## config.mk

```make
export PLATFORM = sky130hd
export DESIGN_NAME = park_arb
export DESIGN_NICKNAME = d
export VERILOG_FILES = /design/src/rtl/park_arb_pkg.sv /design/src/rtl/park_arb_pick.sv /design/src/rtl/park_arb_dp.sv /design/src/rtl/park_arb_ctl.sv /design/src/rtl/park_arb.sv
export SDC_FILE = /design/constraint.sdc
export NUM_CORES = 1
export LEC_CHECK = 0
export BUFFER_PORTS_ARGS = -buffer_cell sky130_fd_sc_hd__clkbuf_2
export CORE_AREA = 2 2 39 41
export DETAILED_ROUTE_END_ITERATION = 10
export DIE_AREA = 0 0 41 43
export GPL_TIMING_DRIVEN = 0
export PLACE_DENSITY_LB_ADDON = 0.08
export SLEW_MARGIN = 40
export SYNTH_ARGS = -nofsm -noshare
export SYNTH_HDL_FRONTEND = slang
export SYNTH_SLANG_ARGS = --single-unit
```

## constraint.sdc

```tcl
create_clock -name clk -period 5.2 [get_ports clk]
set_input_delay 1.04 -clock clk [delete_from_list [all_inputs] [get_ports clk]]
set_output_delay 1.04 -clock clk [all_outputs]
set_load 0.005 [all_outputs]
```

## src/rtl/park_arb_pkg.sv

```systemverilog
package park_arb_pkg;

  // Strobes from control to datapath
  typedef struct packed {
    logic handOver;   // move grant to the registered pick
    logic loadPick;   // refresh the registered pick
  } arbCtl_t;

  // Conditions the datapath reports to control
  typedef struct packed {
    logic ownerReq;   // current owner still requesting
    logic ownerDone;  // current owner pulses completion
    logic pickValid;  // a next owner is pre-selected
  } arbStat_t;

endpackage

```

## src/rtl/park_arb_pick.sv

```systemverilog
module park_arb_pick #(
  parameter int N    = 4,
  parameter int IDXW = (N > 1) ? $clog2(N) : 1
) (
  input  logic [N-1:0]    reqIn,
  input  logic [IDXW-1:0] ownerIdx,
  output logic            pickValid,
  output logic [IDXW-1:0] pickIdx
);

  localparam int SUMW = IDXW + 1;

  logic [SUMW-1:0] cand;

  // Scan from farthest to nearest so that the nearest hit after the owner wins.
  always_comb begin
    pickValid = 1'b0;
    pickIdx   = ownerIdx;
    cand      = '0;
    for (int off = N - 1; off >= 1; off--) begin
      cand = {1'b0, ownerIdx} + SUMW'(off);
      if (cand >= SUMW'(N)) cand = cand - SUMW'(N);
      if (reqIn[cand[IDXW-1:0]]) begin
        pickValid = 1'b1;
        pickIdx   = cand[IDXW-1:0];
      end
    end
  end

endmodule

```

## src/rtl/park_arb_dp.sv

```systemverilog
module park_arb_dp
  import park_arb_pkg::*;
#(
  parameter int N    = 4,
  parameter int IDXW = (N > 1) ? $clog2(N) : 1
) (
  input  logic            clk,
  input  logic            rstN,
  input  logic [N-1:0]    reqIn,
  input  logic [N-1:0]    doneIn,
  input  arbCtl_t         ctl,
  output arbStat_t        stat,
  output logic [N-1:0]    gntOut
);

  logic [IDXW-1:0] ownerQ;
  logic [IDXW-1:0] pickIdxQ;
  logic            pickValidQ;
  logic [IDXW-1:0] pickIdxC;
  logic            pickValidC;

  park_arb_pick #(.N(N), .IDXW(IDXW)) u_pick (
    .reqIn    (reqIn),
    .ownerIdx (ownerQ),
    .pickValid(pickValidC),
    .pickIdx  (pickIdxC)
  );

  always_ff @(posedge clk or negedge rstN) begin
    if (!rstN) begin
      ownerQ     <= '0;
      pickIdxQ   <= '0;
      pickValidQ <= 1'b0;
    end else if (ctl.handOver) begin
      ownerQ     <= pickIdxQ;
      pickValidQ <= 1'b0;   // pick was relative to old owner
    end else if (ctl.loadPick) begin
      pickIdxQ   <= pickIdxC;
      pickValidQ <= pickValidC;
    end
  end

  for (genvar g = 0; g < N; g++) begin : g_gnt
    assign gntOut[g] = (ownerQ == IDXW'(g));
  end

  assign stat.ownerReq  = reqIn[ownerQ];
  assign stat.ownerDone = doneIn[ownerQ];
  assign stat.pickValid = pickValidQ;

endmodule

```

## src/rtl/park_arb_ctl.sv

```systemverilog
module park_arb_ctl
  import park_arb_pkg::*;
(
  input  arbStat_t stat,
  output arbCtl_t  ctl
);

  logic releaseNow;

  // Owner finished, or owner is parked with its request low.
  assign releaseNow   = stat.ownerDone || !stat.ownerReq;
  assign ctl.handOver = stat.pickValid && releaseNow;
  assign ctl.loadPick = !ctl.handOver;

endmodule

```

## src/rtl/park_arb.sv

```systemverilog
module park_arb
  import park_arb_pkg::*;
#(
  parameter int N = 4
) (
  input  logic         clk,
  input  logic         rstN,
  input  logic [N-1:0] reqIn,
  input  logic [N-1:0] doneIn,
  output logic [N-1:0] gntOut
);

  localparam int IDXW = (N > 1) ? $clog2(N) : 1;

  arbCtl_t  ctl;
  arbStat_t stat;

  park_arb_dp #(.N(N), .IDXW(IDXW)) u_dp (
    .clk   (clk),
    .rstN  (rstN),
    .reqIn (reqIn),
    .doneIn(doneIn),
    .ctl   (ctl),
    .stat  (stat),
    .gntOut(gntOut)
  );

  park_arb_ctl u_ctl (
    .stat(stat),
    .ctl (ctl)
  );

endmodule


```

==> results of run 1 <==
## worst paths after layout
check	endpoint	slack, ns	depth (start not counted)
min in group asynchronous	u_dp.ownerQ[1]	0.60	1
min	u_dp.ownerQ[0]	0.49	1
max reg2reg	u_dp.pickIdxQ[0]	2.67	8
max in group asynchronous	u_dp.pickValidQ	4.46	1
min reg2reg	u_dp.ownerQ[0]	0.49	1
max	gntOut[0]	2.46	5
## report_power, final
group          total (mW)  internal, mW  switching, mW
combinational       0.255         0.122          0.133
clock              0.0463        0.0291         0.0173
sequential         0.0805        0.0607         0.0199
total               0.382         0.212          0.170
## flip-flops by register name, summed over array words and instances (netlist names)
name,cells
u_dp.ownerQ,2
u_dp.pickIdxQ,2
u_dp.pickValidQ,1
## worst reg2reg max path, stage by stage, from the launching register on
cell      delay, ns
dfrtp_1        0.44
buf_4          0.22
clkbuf_1       0.35
inv_1          0.12
ha_1           0.44
nor3_1         0.07
a211o_1        0.30
or3_1          0.34
a31oi_1        0.16
## layout make-up
type | instances | area [um2] | share of cell area [%]
well taps | 16 | 20.0 | 3.08
inverters | 5 | 18.8 | 2.88
repair buffers | 11 | 55.1 | 8.46
plain buffers | 5 | 38.8 | 5.96
clock buffers | 4 | 26.3 | 4.04
multi-input cells | 45 | 367 | 56.3
flip-flops and latches | 5 | 125 | 19.2
## cell families (layout without fill, tap and decap cells)
family                   Yosys count  count (layout)
AND/OR/NAND/NOR                   18              18
AO/OA/AOI/OAI                     17              17
buffers and inverters             10              25
multiplexers                       6               6
flip-flops                         5               5
adder cells (fa/ha/maj)            4               4
## metal layers
layer	global-route usage (%)	routed length (um)	vias to the layer above
met4	6.00	11	0
met3	7.85	56	3
met1	24.2	613	238
met5	0	0	-
met2	25.0	575	12
li1	-	-	258
## synth_stat cells (all sizes together)
| cell type | number |
|---|---|
| a211o | 2 |
| a21oi | 2 |
| a221oi | 1 |
| a22oi | 1 |
| a31o | 1 |
| a31oi | 1 |
| and3 | 1 |
| and3b | 1 |
| buf | 4 |
| clkbuf | 1 |
| dfrtp | 5 |
| ha | 4 |
| inv | 5 |
| mux2 | 2 |
| mux2i | 3 |
| mux4 | 1 |
| nand2 | 3 |
| nand2b | 1 |
| nand4 | 1 |
| nor2 | 1 |
| nor3 | 5 |
| nor3b | 1 |
| nor4b | 1 |
| nor4bb | 1 |
| o211ai | 2 |
| o21a | 1 |
| o21ai | 2 |
| o31ai | 1 |
| o32a | 2 |
| o41ai | 1 |
| or2 | 1 |
| or3 | 1 |
==> results.json, run 1 <==
{
  "status": "finished clean",
  "grt_use_total_pct": 17.9,
  "grt.overflow.total": 0,
  "fin_util_pct": 47.0,
  "antenna_cells": 0,
  "viasPerCell": 5.62,
  "fin_nets": 90,
  "critPathLaunch": "u_dp.ownerQ[0]",
  "rsz0062_at_grt": "false",
  "max_freq_ghz": 0.365,
  "synthMuxAreaShare_pct": 13.7,
  "mostFrequentLayoutCells": "clkbuf_2, inv_1, nor3_1, dfrtp_1, ha_1",
  "timing_worst_setup_path_type": "reg -> out",
  "wire_per_inst_um": 13.8,
  "synthesis.instances": 60,
  "path_buf_inv": 4,
  "netlist_area_um2": 549,
  "vdd_drop_max_mv": 0.272,
  "cts_setup_buffers": 0,
  "area_growth_pct": 18.5,
  "synth.distinct_cells": 35,
  "worstPathCellList": "buf_4 > clkbuf_1 > inv_1 > ha_1 > clkbuf_2",
  "maxSlewHeadroom_pct": 73.0,
  "synthesis.nets": 74,
  "fin_ws_ns": 2.46,
  "worstHoldStart": "u_dp.pickIdxQ[0]",
  "first_global_vias": 465,
  "grt_max_degree": 11,
  "floorplan.core_area_um2": 1380,
  "synth_top_family_by_area": "compound AO/OA/AOI/OAI gates",
  "finalSetupTns_ns": 0,
  "cp-end-kind": "output port",
  "synth_top_area_cell": "dfrtp_1",
  "drc": 0,
  "ant_nets": 0,
  "dp_slack_ns": 2.66,
  "drv_cap": 0,
  "ctsResizeCount": 0,
  "slowest_delay_ns": 0.44,
  "worst_slew_pin_slew_ns": 0.401,
  "synth_top_cell_area_share_pct": 22.8,
  "cp_data_required_time_ns": 4.16,
  "final_max_slew_viol_count": 0,
  "antenna_found_initial": 0,
  "hold_viol_final": 0,
  "finalClockSkew_ns": 0.00678,
  "dp_hpwl_um": 949,
  "synth_area_leaders": "dfrtp_1, ha_1, mux2i_1",
  "fillCellCount": 146,
  "leakage_nw": 0.318,
  "drive_gt1_share_pct": 29.3,
  "cts_tree": "yes",
  "grt_pass1_wl_um": 2060,
  "cp-start-kind": "register",
  "port_buffers": 11,
  "post-route-period-util_pct": 52.6,
  "cts.path.max_buffers": 2,
  "die_x_um": 41,
  "cts.sinks": 5,
  "syn_area_per_cell_um2": 9.15,
  "power_mw": 0.382,
  "cp_max_fo": 10,
  "wirelength_um": 1260,
  "place_inst": 87,
  "initial_core_util_pct": 39.7,
  "clk_pin_slew_ns": 0.04,
  "cts_buffers": 3,
  "hp-class": "reg -> reg",
  "powerDensity_nw_per_um2": 587,
  "synth_compound_area_share_pct": 24.6,
  "synth.yosys.seq_area_share_pct": 22.8,
  "synth_seq_cells": 5,
  "synth_adder_area_share_pct": 9.11,
  "hold_slack_ns": 0.489,
  "cts-root-buf": "clkbuf_4",
  "final_area_um2": 651,
  "clk_latency_ns": 0.25,
  "synth_xor_area_share_pct": 0,
  "period_needed_ns": 2.74,
  "cts.htree.levels": 1,
  "drt_iter0_markers": 11,
  "cts_hold_buf": 0,
  "cp_top_family": "buffers and inverters",
  "die_area_um2": 1760,
  "setup_viol": 0,
  "stdcell_count": 91,
  "die_h_um": 43,
  "final_common_cell": "clkbuf_2",
  "num_io_pins": 14,
  "dr.pass1.iters": 4,
  "r2r-start": "u_dp.ownerQ[0]",
  "gp_congestion": 0.719,
  "placed_area_um2": 624,
  "ys_warn_count": 0,
  "fp-row-count": 14,
  "critPathArrivalTime_ns": 1.70,
  "worst_path_max_delay_cell": "dfrtp_1",
  "num_vias": 511,
  "synth_simple_gate_area_share_pct": 19.4
}
No activity file was read; power rests on OpenSTA's default activity.
==> run 2: changes to the inputs <==
- clock period: 5.2 -> 2.6 ns (I/O delays scaled with it)
==> run 2 against run 1 <==
Compared with the run above:
- routed wire length grew 1.4%
- flip-flop and latch count did not move
- via count is 2.3% higher
- power up 100%
- utilization grew 0.090 points
- sequential power rose by 100%
- critical path type is now reg -> reg
- largest power group unchanged
==> results.json, run 2 (synthesis results as in run 1) <==
{
  "grt_pass1_wl_um": 2060,
  "finalSetupTns_ns": 0,
  "critPathArrivalTime_ns": 2.53,
  "finalClockSkew_ns": 0.00663,
  "cts_buffers": 3,
  "hold_viol_final": 0,
  "fin_nets": 90,
  "viasPerCell": 5.75,
  "area_growth_pct": 18.7,
  "rsz0062_at_grt": "false",
  "timing_worst_setup_path_type": "reg -> reg",
  "drt_iter0_markers": 14,
  "mostFrequentLayoutCells": "clkbuf_2, inv_1, nor3_1, dfrtp_1, ha_1",
  "hold_slack_ns": 0.0747,
  "first_global_vias": 465,
  "antenna_cells": 0,
  "grt_use_total_pct": 17.9,
  "antenna_found_initial": 0,
  "initial_core_util_pct": 39.7,
  "powerDensity_nw_per_um2": 1180,
  "hp-class": "in -> async",
  "cts_hold_buf": 0,
  "grt.overflow.total": 0,
  "final_common_cell": "clkbuf_2",
  "wirelength_um": 1270,
  "cp_max_fo": 10,
  "clk_latency_ns": 0.25,
  "gp_congestion": 0.719,
  "num_vias": 523,
  "post-route-period-util_pct": 91.0,
  "dr.pass1.iters": 4,
  "cts.path.max_buffers": 2,
  "port_buffers": 11,
  "setup_viol": 0,
  "cp_data_required_time_ns": 2.77,
  "status": "finished clean",
  "vdd_drop_max_mv": 0.545,
  "period_needed_ns": 2.36,
  "cts-root-buf": "clkbuf_4",
  "floorplan.core_area_um2": 1380,
  "worst_slew_pin_slew_ns": 0.401,
  "maxSlewHeadroom_pct": 73.0,
  "wire_per_inst_um": 14.0,
  "grt_max_degree": 11,
  "reg2reg_depth": 8,
  "dp_hpwl_um": 949,
  "die_h_um": 43,
  "die_x_um": 41,
  "die_area_um2": 1760,
  "ctsResizeCount": 0,
  "top_regs": "u_dp.ownerQ x2, u_dp.pickIdxQ x2, u_dp.pickValidQ x1",
  "ant_nets": 0,
  "cp-end-kind": "register",
  "cts_setup_buffers": 0,
  "clk_pin_slew_ns": 0.05,
  "cp-start-kind": "register",
  "drive_gt1_share_pct": 30.7,
  "leakage_nw": 0.321,
  "final_max_slew_viol_count": 0,
  "fp-row-count": 14,
  "cts.htree.levels": 1,
  "num_io_pins": 14,
  "cts.sinks": 5,
  "cts_tree": "yes",
  "drc": 0,
  "drv_cap": 0,
  "max_freq_ghz": 0.423
}
==> run 2: changes by cell type in the layout (fill, tap and decap cells not counted) <==
cell      before  now
clkbuf_1       2    1
clkbuf_2      11   12
==> run 2: final cells by class <==
cell class	instances	area, um2
Fill cell	145	732
Tap cell	16	20.0
Sequential cell	5	125
Inverter	5	18.8
Buffer	5	40.0
Multi-Input combinational cell	45	367
Timing Repair Buffer	11	55.1
Clock buffer	4	26.3
==> run 2: worst paths after layout <==
path                                   from          endpoint  slack (ns)
min in group clk           u_dp.pickIdxQ[0]    u_dp.ownerQ[0]        0.49
max                          u_dp.ownerQ[0]  u_dp.pickIdxQ[0]        0.24
max in group asynchronous              rstN   u_dp.pickValidQ        2.38
min reg2reg                u_dp.pickIdxQ[0]    u_dp.ownerQ[0]        0.49
min                                    rstN    u_dp.ownerQ[1]        0.07
max reg2reg                  u_dp.ownerQ[0]  u_dp.pickIdxQ[0]        0.24
==> run 2: per-layer routing <==
| layer | global-route usage, % | share of wire (%) | vias up | wire length [um] |
|---|---|---|---|---|
| met3 | 7.85 | 4.4 | 3 | 56 |
| li1 | - | - | 259 | - |
| met2 | 25.0 | 46 | 12 | 584 |
| met5 | 0 | 0 | - | 0 |
| met4 | 6.00 | 0.86 | 0 | 11 |
| met1 | 24.2 | 49 | 249 | 620 |
==> run 2: stage by stage <==
step / setup WS (ns) / area, um2 / total power, mW / cells / utilization (%)
floorplan: 0.371 / 549 / 0.554 / 60 / -
global placement: 0.0385 / 624 / 0.677 / 87 / 45.1
detailed placement: 0.0586 / 624 / 0.674 / 87 / 45.1
CTS: 0.0510 / 651 / 0.772 / 91 / 47.0
global route: 0.0476 / 652 / 0.859 / 91 / 47.1
finish: 0.235 / 652 / 0.766 / 91 / 47.1
==> run 2: critical path, stage by stage (launching register included) <==
cell and delay, ns:
dfrtp_1 0.45, buf_4 0.22, clkbuf_2 0.23, inv_1 0.09
ha_1 0.42, nor3_1 0.07, a211o_1 0.30, or3_1 0.34
a31oi_1 0.16
==> run 2: report_power, final <==
part           switching (mW)  leakage, nW  internal, mW
logic                   0.265        0.248         0.247
registers              0.0400       0.0580         0.121
clock network          0.0347       0.0150        0.0582
total                   0.340        0.321         0.426
